File: src/rtl/stby_pkg.sv
package stby_pkg;
  typedef struct packed {
    logic setHalt;
    logic setStop;
    logic clrHalt;
    logic clrStop;
  } stbyStrobes_t;

  localparam int HALT_BIT = 0;
  localparam int STOP_BIT = 1;
endpackage

File: src/rtl/stby_ctrl.sv
module stby_ctrl
  import stby_pkg::*;
#(
  parameter int NUM_IRQ = 8,
  parameter int REG_W   = 8
) (
  input  logic               clk,
  input  logic               rstN,
  input  logic               protWrEn,
  input  logic [REG_W-1:0]   protWdata,
  input  logic [NUM_IRQ-1:0] irqReq,
  input  logic [NUM_IRQ-1:0] irqMask,
  input  logic               haltQ,
  input  logic               stopQ,
  output stbyStrobes_t       strobes,
  output logic               wakePending
);
  logic running;
  logic wrAccepted;

  assign wakePending = |(irqReq & ~irqMask);
  assign running     = !haltQ && !stopQ;
  assign wrAccepted  = protWrEn && running;

  always_comb begin
    strobes.setStop = wrAccepted && protWdata[STOP_BIT];
    strobes.setHalt = wrAccepted && !protWdata[STOP_BIT] && protWdata[HALT_BIT] && !wakePending;
    strobes.clrHalt = haltQ && wakePending;
    strobes.clrStop = stopQ && wakePending;
  end

  // halt refused while a release is pending
  p_refuse_halt_r5: assert property (@(posedge clk) disable iff (!rstN)
    (protWrEn && running && protWdata[HALT_BIT] && !protWdata[STOP_BIT] && wakePending) |=> !haltQ);

  // release on the edge after an unmasked request
  p_release_halt_r6: assert property (@(posedge clk) disable iff (!rstN)
    (haltQ && wakePending) |=> !haltQ);

  // stop wins over halt
  p_stop_priority_r7: assert property (@(posedge clk) disable iff (!rstN)
    (protWrEn && running && protWdata[STOP_BIT]) |=> (stopQ && !haltQ));

  // protected writes ignored while in standby
  p_standby_wr_ignored_r10: assert property (@(posedge clk) disable iff (!rstN)
    ((haltQ || stopQ) && protWrEn && !wakePending) |=> $stable({stopQ, haltQ}));
endmodule

File: src/rtl/stby_dp.sv
module stby_dp
  import stby_pkg::*;
#(
  parameter int REG_W = 8,
  parameter int AD_W  = 8,
  parameter int MID_W = 8,
  parameter int HI_W  = 4
) (
  input  logic             clk,
  input  logic             rstN,
  input  stbyStrobes_t     strobes,
  input  logic             busRdEn,
  output logic [REG_W-1:0] rdData,
  output logic             haltQ,
  output logic             stopQ,
  input  logic [AD_W-1:0]  cpuAd,
  input  logic             cpuAdOe,
  input  logic [MID_W-1:0] cpuAddrMid,
  input  logic [HI_W-1:0]  cpuAddrHi,
  input  logic             cpuRdN,
  input  logic             cpuWrN,
  input  logic             cpuAstb,
  output logic [AD_W-1:0]  pinAd,
  output logic             pinAdOe,
  output logic [MID_W-1:0] pinAddrMid,
  output logic [HI_W-1:0]  pinAddrHi,
  output logic             pinRdN,
  output logic             pinWrN,
  output logic             pinAstb
);
  localparam int UNUSED_W = REG_W - 2;

  logic [MID_W-1:0] midHold;

  always_ff @(posedge clk) begin
    if (!rstN) begin
      haltQ <= 1'b0;
      stopQ <= 1'b0;
    end else begin
      if (strobes.setHalt)      haltQ <= 1'b1;
      else if (strobes.clrHalt) haltQ <= 1'b0;
      if (strobes.setStop)      stopQ <= 1'b1;
      else if (strobes.clrStop) stopQ <= 1'b0;
    end
  end

  always_ff @(posedge clk) begin
    if (!rstN)       midHold <= '0;
    else if (!haltQ) midHold <= cpuAddrMid;
  end

  assign rdData = busRdEn ? {{UNUSED_W{1'b0}}, stopQ, haltQ} : '0;

  always_comb begin
    if (haltQ) begin
      pinAd      = '0;
      pinAdOe    = 1'b0;
      pinAddrMid = midHold;
      pinAddrHi  = '0;
      pinRdN     = 1'b1;
      pinWrN     = 1'b1;
      pinAstb    = 1'b0;
    end else begin
      pinAd      = cpuAd;
      pinAdOe    = cpuAdOe;
      pinAddrMid = cpuAddrMid;
      pinAddrHi  = cpuAddrHi;
      pinRdN     = cpuRdN;
      pinWrN     = cpuWrN;
      pinAstb    = cpuAstb;
    end
  end

  // middle address byte frozen during halt
  p_mid_frozen_r8: assert property (@(posedge clk) disable iff (!rstN)
    (haltQ && $past(haltQ)) |-> $stable(pinAddrMid));
endmodule

File: src/rtl/stby_ctrl_top.sv
module stby_ctrl_top
  import stby_pkg::*;
#(
  parameter int NUM_IRQ = 8,
  parameter int REG_W   = 8,
  parameter int AD_W    = 8,
  parameter int MID_W   = 8,
  parameter int HI_W    = 4
) (
  input  logic               clk,
  input  logic               rstN,
  input  logic               busRdEn,
  input  logic               busWrEn,
  input  logic [REG_W-1:0]   busWdata,
  input  logic               protWrEn,
  input  logic [REG_W-1:0]   protWdata,
  output logic [REG_W-1:0]   rdData,
  input  logic [NUM_IRQ-1:0] irqReq,
  input  logic [NUM_IRQ-1:0] irqMask,
  input  logic [AD_W-1:0]    cpuAd,
  input  logic               cpuAdOe,
  input  logic [MID_W-1:0]   cpuAddrMid,
  input  logic [HI_W-1:0]    cpuAddrHi,
  input  logic               cpuRdN,
  input  logic               cpuWrN,
  input  logic               cpuAstb,
  output logic [AD_W-1:0]    pinAd,
  output logic               pinAdOe,
  output logic [MID_W-1:0]   pinAddrMid,
  output logic [HI_W-1:0]    pinAddrHi,
  output logic               pinRdN,
  output logic               pinWrN,
  output logic               pinAstb,
  output logic               busOverride,
  output logic               cpuClkEn,
  output logic               oscStop
);
  stbyStrobes_t strobes;
  logic haltQ, stopQ, wakePending;

  stby_ctrl #(.NUM_IRQ(NUM_IRQ), .REG_W(REG_W)) ctrl_i (
    .clk(clk), .rstN(rstN), .protWrEn(protWrEn), .protWdata(protWdata),
    .irqReq(irqReq), .irqMask(irqMask), .haltQ(haltQ), .stopQ(stopQ),
    .strobes(strobes), .wakePending(wakePending)
  );

  stby_dp #(.REG_W(REG_W), .AD_W(AD_W), .MID_W(MID_W), .HI_W(HI_W)) dp_i (
    .clk(clk), .rstN(rstN), .strobes(strobes), .busRdEn(busRdEn), .rdData(rdData),
    .haltQ(haltQ), .stopQ(stopQ),
    .cpuAd(cpuAd), .cpuAdOe(cpuAdOe), .cpuAddrMid(cpuAddrMid), .cpuAddrHi(cpuAddrHi),
    .cpuRdN(cpuRdN), .cpuWrN(cpuWrN), .cpuAstb(cpuAstb),
    .pinAd(pinAd), .pinAdOe(pinAdOe), .pinAddrMid(pinAddrMid), .pinAddrHi(pinAddrHi),
    .pinRdN(pinRdN), .pinWrN(pinWrN), .pinAstb(pinAstb)
  );

  assign busOverride = haltQ;
  assign cpuClkEn    = !(haltQ || stopQ);
  assign oscStop     = stopQ;

  // generic writes never move the control word
  p_bus_wr_ignored_r3: assert property (@(posedge clk) disable iff (!rstN)
    (busWrEn && !protWrEn && !wakePending && (busWdata != '0)) |=> $stable({stopQ, haltQ}));
endmodule

File: config.mk
export PLATFORM = sky130hd
export DESIGN_NAME = stby_ctrl_top
export DESIGN_NICKNAME = d
export VERILOG_FILES = /design/src/rtl/stby_pkg.sv /design/src/rtl/stby_ctrl.sv /design/src/rtl/stby_dp.sv /design/src/rtl/stby_ctrl_top.sv
export SDC_FILE = /design/constraint.sdc
export NUM_CORES = 1
export LEC_CHECK = 0
export BUFFER_PORTS_ARGS = -buffer_cell sky130_fd_sc_hd__buf_4
export CORE_UTILIZATION = 33
export CTS_CLUSTER_DIAMETER = 150
export CTS_CLUSTER_SIZE = 25
export DETAILED_ROUTE_END_ITERATION = 6
export PLACE_DENSITY = 0.89
export SLEW_MARGIN = 0
export SYNTH_ARGS = -nofsm -noshare
export SYNTH_HDL_FRONTEND = slang
export SYNTH_HIERARCHICAL = 1
export SYNTH_SLANG_ARGS = --single-unit
export TNS_END_PERCENT = 10
File: constraint.sdc
create_clock -name clk -period 2.7 [get_ports clk]
set_input_delay 0.27 -clock clk [delete_from_list [all_inputs] [get_ports clk]]
set_output_delay 0.27 -clock clk [all_outputs]
set_load 0.02 [all_outputs]
==> results by group, run 1 <==
Setup path
  • R2R depth: 3
  • Startpoint Class: flip-flop
  • CP Data Required Time: between 2000 and 2500 ps
  • R2r setup slk: roughly 1300 ps
  • Worst reg2reg endpoint: dp_i/midHold[6]
  • Critical path depth: 3
  • Worst Setup End Kind: primary output
  • Most Frequent Cell on Critical Path: buf_4
  • Critical Path AT: between 1500 and 2000 ps
  • CP Cell Sequence: buf_4, mux2_4, buf_4
  • Reg2reg start: dp_i/haltQ
  • Critical path buffers and inverters: 2
  • Kind of critical path: reg2out
  • Maximum fanout along the worst path: 18
  • Crit path largest cell delay: between 500 and 600 ps
  • CP top delay family: flip-flops
  • Crit-path slowest cell: dfxtp_1

Clock network
  • Root buf cell: clkbuf_4
  • Maximum clock path buffer count: 2
  • # Post-CTS Setup Buffers: 0
  • H-Tree Level Count: 1
  • Hold Buf Count CTS: 0
  • Clock Sinks: 10
  • Worst-path clk slew: roughly 60 ps
  • CTS tree: done
  • TritonCTS Buffers: 3
  • Post-CTS sizing: 0
  • Clk Latency, worst-skew pair: between 200 and 300 ps

Global routing
  • First-pass GRT wire length: between 3 and 4 mm
  • Gr ovfl total: 0
  • Vias in the first global route: ~790
  • Aggregate global-route resource usage: 0.1641
  • Pin count of the biggest net entering global routing: 19
  • Antenna violations before repair: 0

Timing
  • Final WS setup: 828.3 ps
  • Min Tclk post-route: between 1500 and 2000 ps
  • Achievable Freq: between 500 and 600 MHz
  • Unrepaired setup endpoints after global routing: false
  • Setup TNS: 0 ps
  • Setup Skew: between 4 and 5 ps
  • Setup-failing EPs final: 0
  • Final Hold Viols: 0
  • Max-slew violation count: 0
  • Period utilisation layout: 0.6932

Final layout
  • Fin cells: ~180
  • Finished Cell Area: 1297 um^2
  • Multi-input logic area: 470.5 um^2
  • Area growth syn-to-layout: 76.36%
  • Most frequent cells in the layout: buf_4, nor2b_1, dfxtp_1
  • # diodes: 0
  • Final nets: 212
  • Fill cells: 161
  • Share of cells above drive strength 1: 0.6107
  • Reg area: ~200 um^2
  • Most common cell after layout, fill and taps aside: buf_4

Floorplan
  • # IOs: 96
  • Core area: roughly 2000 um^2
  • Rows: 16
  • Chip height: between 40 and 50 um
  • Die footprint: between 2000 and 2500 um^2
  • Initial core utilization: 0.3639
  • Die Width: approximately 49 um

Status
  • Status: finished clean

Routing
  • Routed WL: approximately 1.9 mm
  • Final antenna-violating net count: 0
  • Post-route DRC: 0
  • Drt first pass iters: 1
  • Initial DRC count: 0
  • Routed len/inst: about 11 um
  • Via count: 760
  • Vias per cell: between 4 and 5

Yosys
  • Mapped cell area: 735.7 um^2
  • Synth Area per Inst: slightly below 10 um^2
  • Gate Count Post-Synth: between 70 and 80
  • Ys Warns: 6

Pwr
  • VDD IR-drop max: 0.3113 mV
  • Gate power share: 0.409
  • Clock power share: 0.215
  • Switch Pwr: roughly 0.12 mW
  • Power Density: between 300 and 400 nW/um^2
  • Register share of total power: 0.377
  • Leakage Power: about 0.67 nW
  • P_int: about 0.30 mW
  • Switching share of power: 0.2811

Place
  • Placed cell count: 173
  • I/O Buffers: 74
  • DP HPWL: 1.661 mm
  • Gpl congestion: roughly 0.66
  • Post-DP Area: approximately 1300 um^2
  • Pre-CTS WS: about 1100 ps

Hold path
  • Hold endpoint: dp_i/stopQ
  • Hold Path Origin: rstN
  • Hold Crit Depth: 2
  • Worst hold path type: in2reg

Job
  • Number of max-cap violations: 0
-- worst max path at each step --
stage                     from             to  slack [ps]
floorplan           dp_i/haltQ      rdData[0]        1260
global placement    dp_i/haltQ  pinAddrMid[6]        1100
detailed placement  dp_i/haltQ  pinAddrMid[6]        1070
CTS                 dp_i/haltQ  pinAddrMid[6]         780
global route        dp_i/haltQ  pinAddrMid[6]         710
finish              dp_i/haltQ  pinAddrMid[6]         830
-- worst register-to-register path: cells and delay by family (launching register included) --
kind,cells,cell delay (ps)
flops,1,590
simple gates,1,150
mux,1,320
buf+inv,1,280
-- registers in the layout (all words and copies together), names as in the netlist --
name	count
dp_i/stopQ	1
dp_i/haltQ	1
dp_i/midHold	8
-- through the flow --
step	util	power [mW]	hold slack, ps
6_report	0.6417	0.4238	289.6
5_1_grt	0.6417	0.4529	300.3
4_1_cts	0.6417	0.4302	291.6
3_5_place_dp	0.6306	0.3375	559.4
3_3_place_gp	0.6306	0.3325	546.8
2_1_floorplan	-	0.2517	387.5
-- metal layers --
metal,share of wire,vias to the layer above,GRT usage
met5,0,-,0
met4,0.0075,0,0.07353
met3,0.097,2,0.03115
met2,0.58,47,0.3516
met1,0.31,332,0.1378
li1,-,379,-
-- layout make-up --
class / count / area share
tap: 27 / 0.02604
sequential: 10 / 0.1543
multi-input combinational: 59 / 0.3626
inverter: 2 / 0.005786
timing repair buffer: 75 / 0.4339
clock buffer: 3 / 0.01736
-- power groups by stage --
stage	registers [mW]	clock network, mW	logic, mW
after floorplan	0.163	0	0.0892
after global placement	0.162	0	0.170
after detailed placement	0.163	0	0.175
after CTS	0.160	0.0956	0.175
after global routing	0.160	0.107	0.186
final	0.160	0.0911	0.173
Power figures use the tool's default switching activity.
==> run 2: changes to the inputs <==
--- a/config.mk
+++ b/config.mk
@@ -5,12 +5,13 @@
 export SDC_FILE = /design/constraint.sdc
 export NUM_CORES = 1
 export LEC_CHECK = 0
+export ABC_AREA = 1
 export BUFFER_PORTS_ARGS = -buffer_cell sky130_fd_sc_hd__buf_4
-export CORE_UTILIZATION = 33
+export CORE_UTILIZATION = 29
 export CTS_CLUSTER_DIAMETER = 150
 export CTS_CLUSTER_SIZE = 25
 export DETAILED_ROUTE_END_ITERATION = 6
-export PLACE_DENSITY = 0.89
+export PLACE_DENSITY = 0.82
 export SLEW_MARGIN = 0
 export SYNTH_ARGS = -nofsm -noshare
 export SYNTH_HDL_FRONTEND = slang
==> constraint.sdc (replaced) <==
create_clock -name clk -period 1.6 [get_ports clk]
set_input_delay 0.16 -clock clk [delete_from_list [all_inputs] [get_ports clk]]
set_output_delay 0.16 -clock clk [all_outputs]
set_load 0.02 [all_outputs]
==> run 2 against run 1 <==
Sequential share of layout area down 0.83 points. Flip-flop and latch count unchanged. Register-to-register slack worse by 680 ps. Clock-buffer cell count up 1. Critical path depth unchanged. Largest power group unchanged. Sequential power up 70%. Synthesized cell count up 73%. Via count up 20%. Clock skew up 1.6 ps. Highest routed layer unchanged. Final cell count up 35%. First-iteration DRC count up 5.
==> results by group, run 2 <==
Setup path
  • Critical path buffers and inverters: 2 (unchanged)
  • CP Data Required Time: 1440 ps (-990 ps)
  • Worst setup path start: dp_i/haltQ
  • CP top delay family: flip-flops
  • Startpoint Class: flip-flop
  • Most Frequent Cell on Critical Path: buf_4
  • Maximum fanout along the worst path: 8 (-10)
  • Kind of critical path: reg2out
  • Reg2reg start: dp_i/haltQ
  • Crit path largest cell delay: 380 ps (-210 ps)
  • Crit-path slowest cell: dfxtp_2
  • Worst Setup End Kind: primary output
  • CP Cell Sequence: buf_4, or2_2, buf_4
  • Critical Path AT: 1280 ps (-320 ps)

Place
  • Gpl congestion: 0.6417 (-2.6%)
  • I/O Buffers: 74 (unchanged)
  • DP HPWL: 1.547 mm (-6.9%)
  • Placed cell count: 234 (+35%)

Pwr
  • Power Density: 564.1 nW/um^2 (+73%)
  • VDD IR-drop max: 0.5911 mV (+90%)
  • Leakage Power: 0.8892 nW (+33%)

Floorplan
  • Initial core utilization: 0.3100 (-0.05384)
  • Chip height: 53.93 um (+9.6%)
  • Core area: 2522 um^2 (+25%)
  • Die Width: 53.93 um (+9.6%)
  • # IOs: 96 (unchanged)
  • Die footprint: 2908 um^2 (+20%)
  • Rows: 18 (+2)

Timing
  • Achievable Freq: around 700 MHz
  • Min Tclk post-route: 1437 ps
  • Setup-failing EPs final: 0 (unchanged)
  • Max-slew violation count: 0 (unchanged)
  • Unrepaired setup endpoints after global routing: false
  • Setup Skew: 6.519 ps (+1.643 ps)
  • Final Hold Viols: 0 (unchanged)
  • Setup TNS: 0 ps (unchanged)
  • Period utilisation layout: 0.8984

Final layout
  • Reg area: 201.4 um^2 (+0.62%)
  • Share of cells above drive strength 1: 0.4808 (-0.1300)
  • Max FFs per register: 8 (unchanged)
  • Area growth syn-to-layout: 76.48% (about the same)
  • Most common cell after layout, fill and taps aside: buf_4
  • Fill cells: 262 (+63%)
  • Largest registers: dp_i/midHold x8, dp_i/haltQ x1, dp_i/stopQ x1
  • Reg with most FFs: dp_i/midHold
  • Final nets: 270 (+27%)
  • # diodes: 0 (unchanged)
  • Multi-input logic area: 395.4 um^2 (-16%)
  • Post-Route Utilization: 0.5471 (-0.09458)
  • Most frequent cells in the layout: buf_4, nand2_1, inv_1
  • Fin cells: 238 (+35%)

Yosys
  • Post-synth cell types: 19
  • Sequential fraction of the synthesis area: 0.2560
  • Yosys top cell by area: dfxtp_1
  • Commonest cells in the netlist: nand2_1, inv_1, nor2_1, dfxtp_1, a21oi_1
  • Primary FF master, synth: dfxtp_1
  • Top cell type's share of synthesized area: 0.2560
  • Ys async rst share: 0
  • Ys Warns: 6 (unchanged)
  • Area contributors post-synth: dfxtp_1, nand2_1, inv_1
  • Number of synthesized flops with an enable pin: 0
  • Mapped cell area: 782.0 um^2 (+6.3%)
  • Synth Area per Inst: 6.015 um^2 (-39%)
  • Gate Count Post-Synth: 130 (+73%)
  • Synthesis-stage register bit count: 10
  • Most common cell in the netlist: nand2_1

Status
  • Status: finished clean

Clock network
  • TritonCTS Buffers: 3 (unchanged)
  • CTS tree: done
  • Root buf cell: clkbuf_4
  • Worst-path clk slew: 70 ps (about the same)
  • Hold Buf Count CTS: 0 (unchanged)
  • H-Tree Level Count: 1 (unchanged)
  • Maximum clock path buffer count: 2 (unchanged)
  • Clock Sinks: 10 (unchanged)
  • Clk Latency, worst-skew pair: 260 ps (about the same)

Job
  • Number of max-cap violations: 0 (unchanged)

Global routing
  • Antenna violations before repair: 0 (unchanged)
  • Pin count of the biggest net entering global routing: 11 (-8)
  • Aggregate global-route resource usage: 0.1211 (-0.04295)
  • Vias in the first global route: 736 (-7.1%)
  • First-pass GRT wire length: 2.635 mm (-15%)
  • Gr ovfl total: 0 (unchanged)

Routing
  • Initial DRC count: 5 (+5)
  • Routed len/inst: 7.693 um (-28%)
  • Routed WL: 1.831 mm (-2.1%)
  • Vias per cell: 3.840 (-11%)
  • Drt first pass iters: 4 (+3)
  • Post-route DRC: 0 (unchanged)
  • Via count: 914 (+20%)
  • Final antenna-violating net count: 0 (unchanged)

Hold path
  • Worst hold path type: in2reg
  • Hold Path Origin: cpuAddrMid[5]
## run 2: per-layer routing
metal	vias up	wire [um]	GRT usage
met2	33	954	0.2160
met3	2	147	0.008475
li1	514	-	-
met5	-	0	0
met1	365	724	0.1400
met4	0	5	0.07018
## run 2: worst paths after layout
check,end,slack [ps],depth (start not counted)
worst max-delay path,pinWrN,160,3
worst min-delay path,dp_i/midHold[5],170,3
worst max register to register,dp_i/haltQ,570,7
worst min register to register,dp_i/midHold[0],470,2
## run 2: worst reg2reg max path: stages, from the launching register on
cell     delay, ps
dfxtp_2        380
inv_1           80
nand2_1         60
nor2_1          80
nand3_1         80
nor2_2         100
inv_1           50
a21oi_2        110
## run 2: final cells by class
type	instances	area share
well taps	30	0.02720
repair buffers	78	0.4243
flip-flops and latches	10	0.1460
multi-input cells	83	0.2865
inverters	33	0.08976
clock buffers	4	0.02629
## run 2: through the flow
stage	hold WS [ps]	setup slack (ps)	instance area, um^2	power, mW
2_1_floorplan	324.6	425.8	800.8	0.4269
3_3_place_gp	433.4	324.4	1343	0.5627
3_5_place_dp	441.5	318.2	1343	0.5673
4_1_cts	168.7	27.12	1379	0.7879
5_1_grt	171.6	89.17	1380	0.8312
6_report	171.3	162.5	1380	0.7786
## run 2: cells by family (layout without fill, tap and decap cells)
logic type	Yosys count	count (layout)	share of synthesized area
AND/OR/NAND/NOR	65	65	0.3760
buffers and inverters	42	115	0.2624
other	1	6	0.004795
AO/OA/AOI/OAI	12	12	0.1008
flip-flops	10	10	0.2560
## run 2: timing repair
action,CTS,global route
resized for setup,0,1
setup buffers,0,0
setup endpoints to repair,0,8
## run 2: power breakdown
| part | total, mW | leakage [nW] | internal [mW] | switching, mW |
|---|---|---|---|---|
| Sequential | 0.272 | 0.0835 | 0.263 | 0.00978 |
| Clock | 0.219 | 0.0210 | 0.138 | 0.0811 |
| Combinational | 0.287 | 0.785 | 0.148 | 0.139 |
